===== src/rtl/prescaler_pkg.sv =====
package prescaler_pkg;

    // half period of the low range; the high range doubles it
    localparam int HALF_LO = 8;
    localparam int HALF_HI = 2 * HALF_LO;
    // counter must hold the longest period minus one
    localparam int CNT_W   = $clog2(2 * HALF_HI + 2);
    localparam int SYNC_STAGES = 2;

    typedef struct packed {
        logic wide;   // 1: high range
        logic extra;  // 1: one extra cycle in the low phase
    } mode_t;

    typedef struct packed {
        logic [CNT_W-1:0] cnt;
        mode_t            mode;
        logic             out;
    } core_t;

endpackage


===== src/rtl/prescaler_sync.sv =====
module prescaler_sync #(
    parameter int WIDTH  = 2,
    parameter int STAGES = 2
) (
    input  logic             clk_i,
    input  logic [WIDTH-1:0] async_i,
    output logic [WIDTH-1:0] sync_o
);

    logic [STAGES-1:0][WIDTH-1:0] pipe_d, pipe_q;

    always_comb begin
        pipe_d[0] = async_i;
        for (int s = 1; s < STAGES; s++) begin
            pipe_d[s] = pipe_q[s-1];
        end
    end

    always_ff @(posedge clk_i) begin
        pipe_q <= pipe_d;
    end

    assign sync_o = pipe_q[STAGES-1];

endmodule


===== src/rtl/prescaler_core.sv =====
module prescaler_core
    import prescaler_pkg::*;
(
    input  logic clk_i,
    input  logic rst_i,
    input  logic wide_s_i,
    input  logic mod_s_i,
    output logic div_o
);

    core_t            cur_q, nxt_d;
    logic [CNT_W-1:0] half_w;
    logic [CNT_W-1:0] last_w;
    mode_t            sampled_w;

    always_comb begin
        half_w          = cur_q.mode.wide ? CNT_W'(HALF_HI) : CNT_W'(HALF_LO);
        last_w          = CNT_W'(2 * int'(half_w) + int'(cur_q.mode.extra) - 1);
        sampled_w.wide  = wide_s_i;
        sampled_w.extra = ~mod_s_i;

        nxt_d = cur_q;
        if (rst_i) begin
            nxt_d.cnt  = '0;
            nxt_d.mode = sampled_w;
            nxt_d.out  = 1'b1;
        end else if (cur_q.cnt == last_w) begin
            nxt_d.cnt  = '0;
            nxt_d.mode = sampled_w;
            nxt_d.out  = 1'b1;
        end else begin
            nxt_d.cnt  = cur_q.cnt + CNT_W'(1);
            nxt_d.out  = (nxt_d.cnt < half_w);
        end
    end

    always_ff @(posedge clk_i) begin
        cur_q <= nxt_d;
    end

    assign div_o = cur_q.out;

    // one edge after reset is seen, the output is high
    p_reset_high_r1: assert property (@(posedge clk_i) disable iff (rst_i)
        $past(rst_i) |-> cur_q.out)
        else $error("p_reset_high_r1");

    // the high phase ends exactly at half the base ratio
    p_fall_at_half_r6: assert property (@(posedge clk_i) disable iff (rst_i)
        $fell(cur_q.out) |-> (cur_q.cnt == half_w))
        else $error("p_fall_at_half_r6");

    // a rising output marks the start of a new count
    p_rise_at_wrap_r7: assert property (@(posedge clk_i) disable iff (rst_i)
        $rose(cur_q.out) |-> (cur_q.cnt == '0))
        else $error("p_rise_at_wrap_r7");

    // the mode cannot change except at a rising edge of the output
    p_mode_held_r7: assert property (@(posedge clk_i) disable iff (rst_i)
        (!$past(rst_i) && !$rose(cur_q.out)) |-> $stable(cur_q.mode))
        else $error("p_mode_held_r7");

    // the counter never passes the longest period
    p_cnt_bound_r5: assert property (@(posedge clk_i) disable iff (rst_i)
        cur_q.cnt <= CNT_W'(2 * HALF_HI))
        else $error("p_cnt_bound_r5");

endmodule


===== src/rtl/dual_modulus_prescaler.sv =====
module dual_modulus_prescaler
    import prescaler_pkg::*;
(
    input  logic clk_i,
    input  logic rst_i,
    input  logic wide_i,
    input  logic mod_i,
    output logic div_o
);

    logic [1:0] ctrl_s;

    prescaler_sync #(
        .WIDTH  (2),
        .STAGES (SYNC_STAGES)
    ) i_sync (
        .clk_i   (clk_i),
        .async_i ({wide_i, mod_i}),
        .sync_o  (ctrl_s)
    );

    prescaler_core i_core (
        .clk_i    (clk_i),
        .rst_i    (rst_i),
        .wide_s_i (ctrl_s[1]),
        .mod_s_i  (ctrl_s[0]),
        .div_o    (div_o)
    );

endmodule


===== config.mk =====
export PLATFORM = sky130hd
export DESIGN_NAME = dual_modulus_prescaler
export DESIGN_NICKNAME = d
export VERILOG_FILES = /design/src/rtl/prescaler_pkg.sv /design/src/rtl/prescaler_sync.sv /design/src/rtl/prescaler_core.sv /design/src/rtl/dual_modulus_prescaler.sv
export SDC_FILE = /design/constraint.sdc
export NUM_CORES = 1
export LEC_CHECK = 0
export BUFFER_PORTS_ARGS = -buffer_cell sky130_fd_sc_hd__buf_2
export CORE_AREA = 2 2 39 41
export DETAILED_ROUTE_END_ITERATION = 8
export DIE_AREA = 0 0 41 43
export PLACE_DENSITY = 0.64
export SLEW_MARGIN = 40
export SYNTH_ARGS = -nofsm -noshare
export SYNTH_HDL_FRONTEND = slang
export SYNTH_HIERARCHICAL = 1
export SYNTH_SLANG_ARGS = --single-unit

===== constraint.sdc =====
create_clock -name clk_i -period 4.8 [get_ports clk_i]
set_clock_uncertainty 0.2 [all_clocks]
set_input_delay 0.72 -clock clk_i [delete_from_list [all_inputs] [get_ports clk_i]]
set_output_delay 0.72 -clock clk_i [all_outputs]
set_load 0.01 [all_outputs]

# Yosys cells after proc, flatten, opt, wreduce, memory -nomap -nowiden

Index checks and enable logic that the tools add are counted.

Bits in read-only memories: 0
Bits in latches: 0
Register bits after elaboration: 13
Logic and storage cells: 18
Memories: 0
Input bits: 4
Output and inout bits: 1
Bits in writable memories: 0

Magnitude comparators: 1
Bitwise logic cells: 1
Muxes and demuxes: 4
$add $sub $neg: 3
Eq/ne operators: 1
Reductions and logical operators: 2
Multipliers: 0
Shifts and indexed selects: 0
Divide/modulo/power cells: 0

Operators with widths:

| kind                                             | number |
|---|---|
| adder 6 x 1 -> 6 bit                             | 1 |
| adder 6 x 1 -> 6 bit, second input constant      | 1 |
| == test 6 bit                                    | 1 |
| < comparator 6 bit                               | 1 |
| subtractor 6 x 2 -> 6 bit, second input constant | 1 |
| two-way mux 5 bit                                | 1 |
| two-way mux 3 bit                                | 1 |
| two-way mux 2 bit                                | 1 |
| nonzero test 2 bit                               | 1 |
| OR reduction 2 bit                               | 1 |
| two-way mux 1 bit                                | 1 |
| NOT 1 bit                                        | 1 |

# Logic depth before layout (Yosys ltp)

Word-level depth: 6
Gate-level depth with buffers: 6
Mapped depth without buffers: 6

# Hierarchy

Netlist, hierarchy kept.

By module, submodules not included:

| module         | seq. area each (um^2) | cells each | area each (um^2) | times used |
|---|---|---|---|---|
| prescaler_core | 200.2                 | 38         | 406.6            | 1 |
| prescaler_sync | 80.1                  | 4          | 80.1             | 1 |

# Worst setup path after synthesis

OpenSTA, ideal clock, no wires.

Kind: register to register
Start: register i_core/cur_q[5] (netlist bit)
End: register i_core/cur_q[1] (netlist bit) (enable)
Path slack: 3097 ps
Data required time: 4307 ps
Stages on the path, launching flop included: 5
Setup time: 293 ps
Data arrival time: 1210 ps
Clock period less this slack: 1703 ps
Buffers on the path: 1
Path through: dfxtp_1 or4_1 mux2i_1 a31o_2 buf_6

Word-level cells in the longest chain between the ends: 2

RTL lines:

| element                      | RTL line             | source |
|---|---|---|
| start, declared              | prescaler_core.sv:11 | `core_t cur_q, nxt_d;` |
| start signal, assigned       | prescaler_core.sv:38 | `cur_q <= nxt_d;` |
| == test 6 bit                | prescaler_core.sv:27 | `end else if (cur_q.cnt == last_w) begin` |
| nonzero test 2 bit (no line) | -                    |  |

Every way passes these cells.
A chain may end at the register's enable or synchronous reset.

# Final worst setup path

Start: register i_core/cur_q[5] (netlist bit)
End: register i_core/cur_q[2] (netlist bit) (enable)

The elaborated chain is that of the path after synthesis.

==> results.toml <==
[detailed_routing]
avgRoutedWirePerCell_um = 9.35
routed_wl_um = 608
vias = 290
drc = 0
viasPerCell = 4.46
dr.first_iter.drc_count = 2
final_antenna_net_count = 0
first_pass_iters = 2

[sta]
fmax_ghz = 0.562
period_minus_slack_ps = 1780
finalCritPeriodShare_pct = 37.1
timing.final.ws_setup_ps = 3020
tns_ps = 0
rsz0062_at_grt = "false"
drv_slew = 0
setup_viol = 0
relSlewSlack_pct = 87.8
max_slew.worst_pin.slew_ps = 182
hold_viol = 0

[global_routing]
grt_antenna_before_repair = 0
grt_overflow = 0
grt_use_total_pct = 10.1
grt_max_degree = 10
grt_pass1_wl_um = 1070
grt_pass1_vias = 281

[clock_network]
cts_hold_buf = 0
htreeDepth = 1
root_buffer = "clkbuf_4"
clk_path_buf_depth = 2
cts_made_buffers = 3
cts-resized-gates = 0
clock-sinks = 13
cts_setup_buffers = 0
cts.clk_slew.worst_paths_ps = 80
tritoncts = "yes"
clock_latency_ps = 270

[final_layout]
nNetsFinal = 57
seqCellArea_um2 = 280
final_cells = 65
nFillCells = 139
drive_gt1_share_pct = 20.4
multi_input_area_um2 = 180
areaGrowthSynthToFinish_pct = 11.6
antenna_cells = 0

[power_and_ir_drop]
irDropWorstVdd_v = 0.000227
cellLeakagePower_nw = 0.237
power_density_nw_per_um2 = 378

[synth]
syn_avg_cell_area_um2 = 11.6
yosys_warnings = 6
ys_top_cells_by_count = "dfxtp_1, inv_1, nor2_1, xnor2_1, ha_1"
synth_fp_nets = 49
synth_area_um2 = 487
synth.distinct_cells = 16
async_reset_ff_share_pct = 0
ys_ff_latch = 13
synth.most_common_cell = "dfxtp_1"
yosys.area.top_type = "dfxtp_1"
synth_edf_count = 2
synth_area_leaders = "dfxtp_1, edfxtp_1, ha_1"
synth_cells = 42
seq_area_frac_synth_pct = 57.6
synth_top_area_share_pct = 45.2
synthFlopType = "dfxtp_1"

[floorplan]
io_pins = 5
die_height_um = 43
core_um2 = 1380
die-width_um = 41
initial_utilization_pct = 35.2
die_area_um2 = 1760
num_rows = 14

[worst_setup_path]
crit_required_ps = 4580
critPathKind = "flop to flop"
critPathArrivalTime_ps = 1560
reg2regPathDepth = 3
r2r_slack_ps = 3020
cp-start-kind = "flop"
cp_max_fo = 9
end_kind = "flop"

[place]
dp_cells = 61
routabilityCongestion = 0.613
numPortBuffers = 4
post-dp-hpwl_um = 435
pre_cts_slack_ps = 3020

[status]
status = "complete, no violations"

[min_path]
hold_depth = 0
hold_path.class = "flop to flop"

[job]
cap_viol_max_count = 0
==> cell type report <==
class / count / area share [%]
Sequential cell: 13 / 51.6
Multi-Input combinational cell: 24 / 33.2
Clock buffer: 3 / 4.15
Timing Repair Buffer: 4 / 3.69
Tap cell: 16 / 3.69
Inverter: 4 / 2.76
Clock inverter: 1 / 0.922
==> flip-flops by register name, indices dropped and copies added, names as in the netlist <==
signal	count
i_core/cur_q	8
i_core/div_o	1
i_sync/pipe_d	2
i_sync/sync_o	2
==> worst paths after layout <==
| kind | start | end |
|---|---|---|
| worst max-delay path | i_core/cur_q[5] | i_core/cur_q[2] |
| worst max register to register | i_core/cur_q[5] | i_core/cur_q[2] |
| worst min-delay path | i_sync/pipe_d[3] | i_sync/sync_o[1] |
| worst min register to register | i_sync/pipe_d[3] | i_sync/sync_o[1] |
==> critical path, cell delays in order (launching register included) <==
cell and delay, ps:
dfxtp_1 350, or4_1 510, mux2i_1 150, a31o_2 280
==> per-stage QoR <==
step / cell area [um^2] / total power [mW] / hold slack [ps] / util [%]
final: 543 / 0.205 / 130 / 39.2
after global routing: 543 / 0.218 / 141 / 39.2
after CTS: 543 / 0.210 / 134 / 39.2
after detailed placement: 515 / 0.142 / 114 / 37.3
after global placement: 515 / 0.142 / 112 / 37.3
after floorplan: 487 / 0.139 / 110 / -
==> power breakdown <==
group          total [mW]  switching, mW  leakage [nW]  internal (mW)
logic              0.0171        0.00795         0.109        0.00911
registers           0.122        0.00466         0.111          0.118
clock network      0.0660         0.0352        0.0177         0.0309
total               0.205         0.0478         0.237          0.158
==> logic make-up after synthesis <==
kind of cell / count (synthesis) / share of synthesized area, %
DFF: 13 / 57.6
and+or+nand+nor: 11 / 11.8
xor gates and xnor gates: 6 / 10.8
buffers and inverters: 5 / 5.40
AOI/OAI and AO/OA: 3 / 4.63
adders and majority gates: 3 / 7.71
muxes: 1 / 2.06
==> placed cells by master (no fill, tap or decap) <==
cell type and count:
edfxtp_1 2, mux2i_1 1, nand3_1 2, a31o_2 2, nand4_1 1, xnor2_1 4, clkinv_2 1, clkbuf_4 3
and3_1 1, nor2_1 4, buf_2 4, nor2b_1 2, inv_1 4, dfxtp_1 11, or4_1 1, ha_1 3
xor2_1 2, o21ai_0 1
==> metal layers <==
| metal | vias up | share of wire, % | global-route usage, % |
|---|---|---|---|
| met3 | 5 | 9.4 | 9.42 |
| met5 | - | 0 | 0 |
| li1 | 153 | - | - |
| met4 | 0 | 2.6 | 6.00 |
| met2 | 8 | 43 | 14.1 |
| met1 | 124 | 45 | 9.30 |
Power figures use the tool's default switching activity.
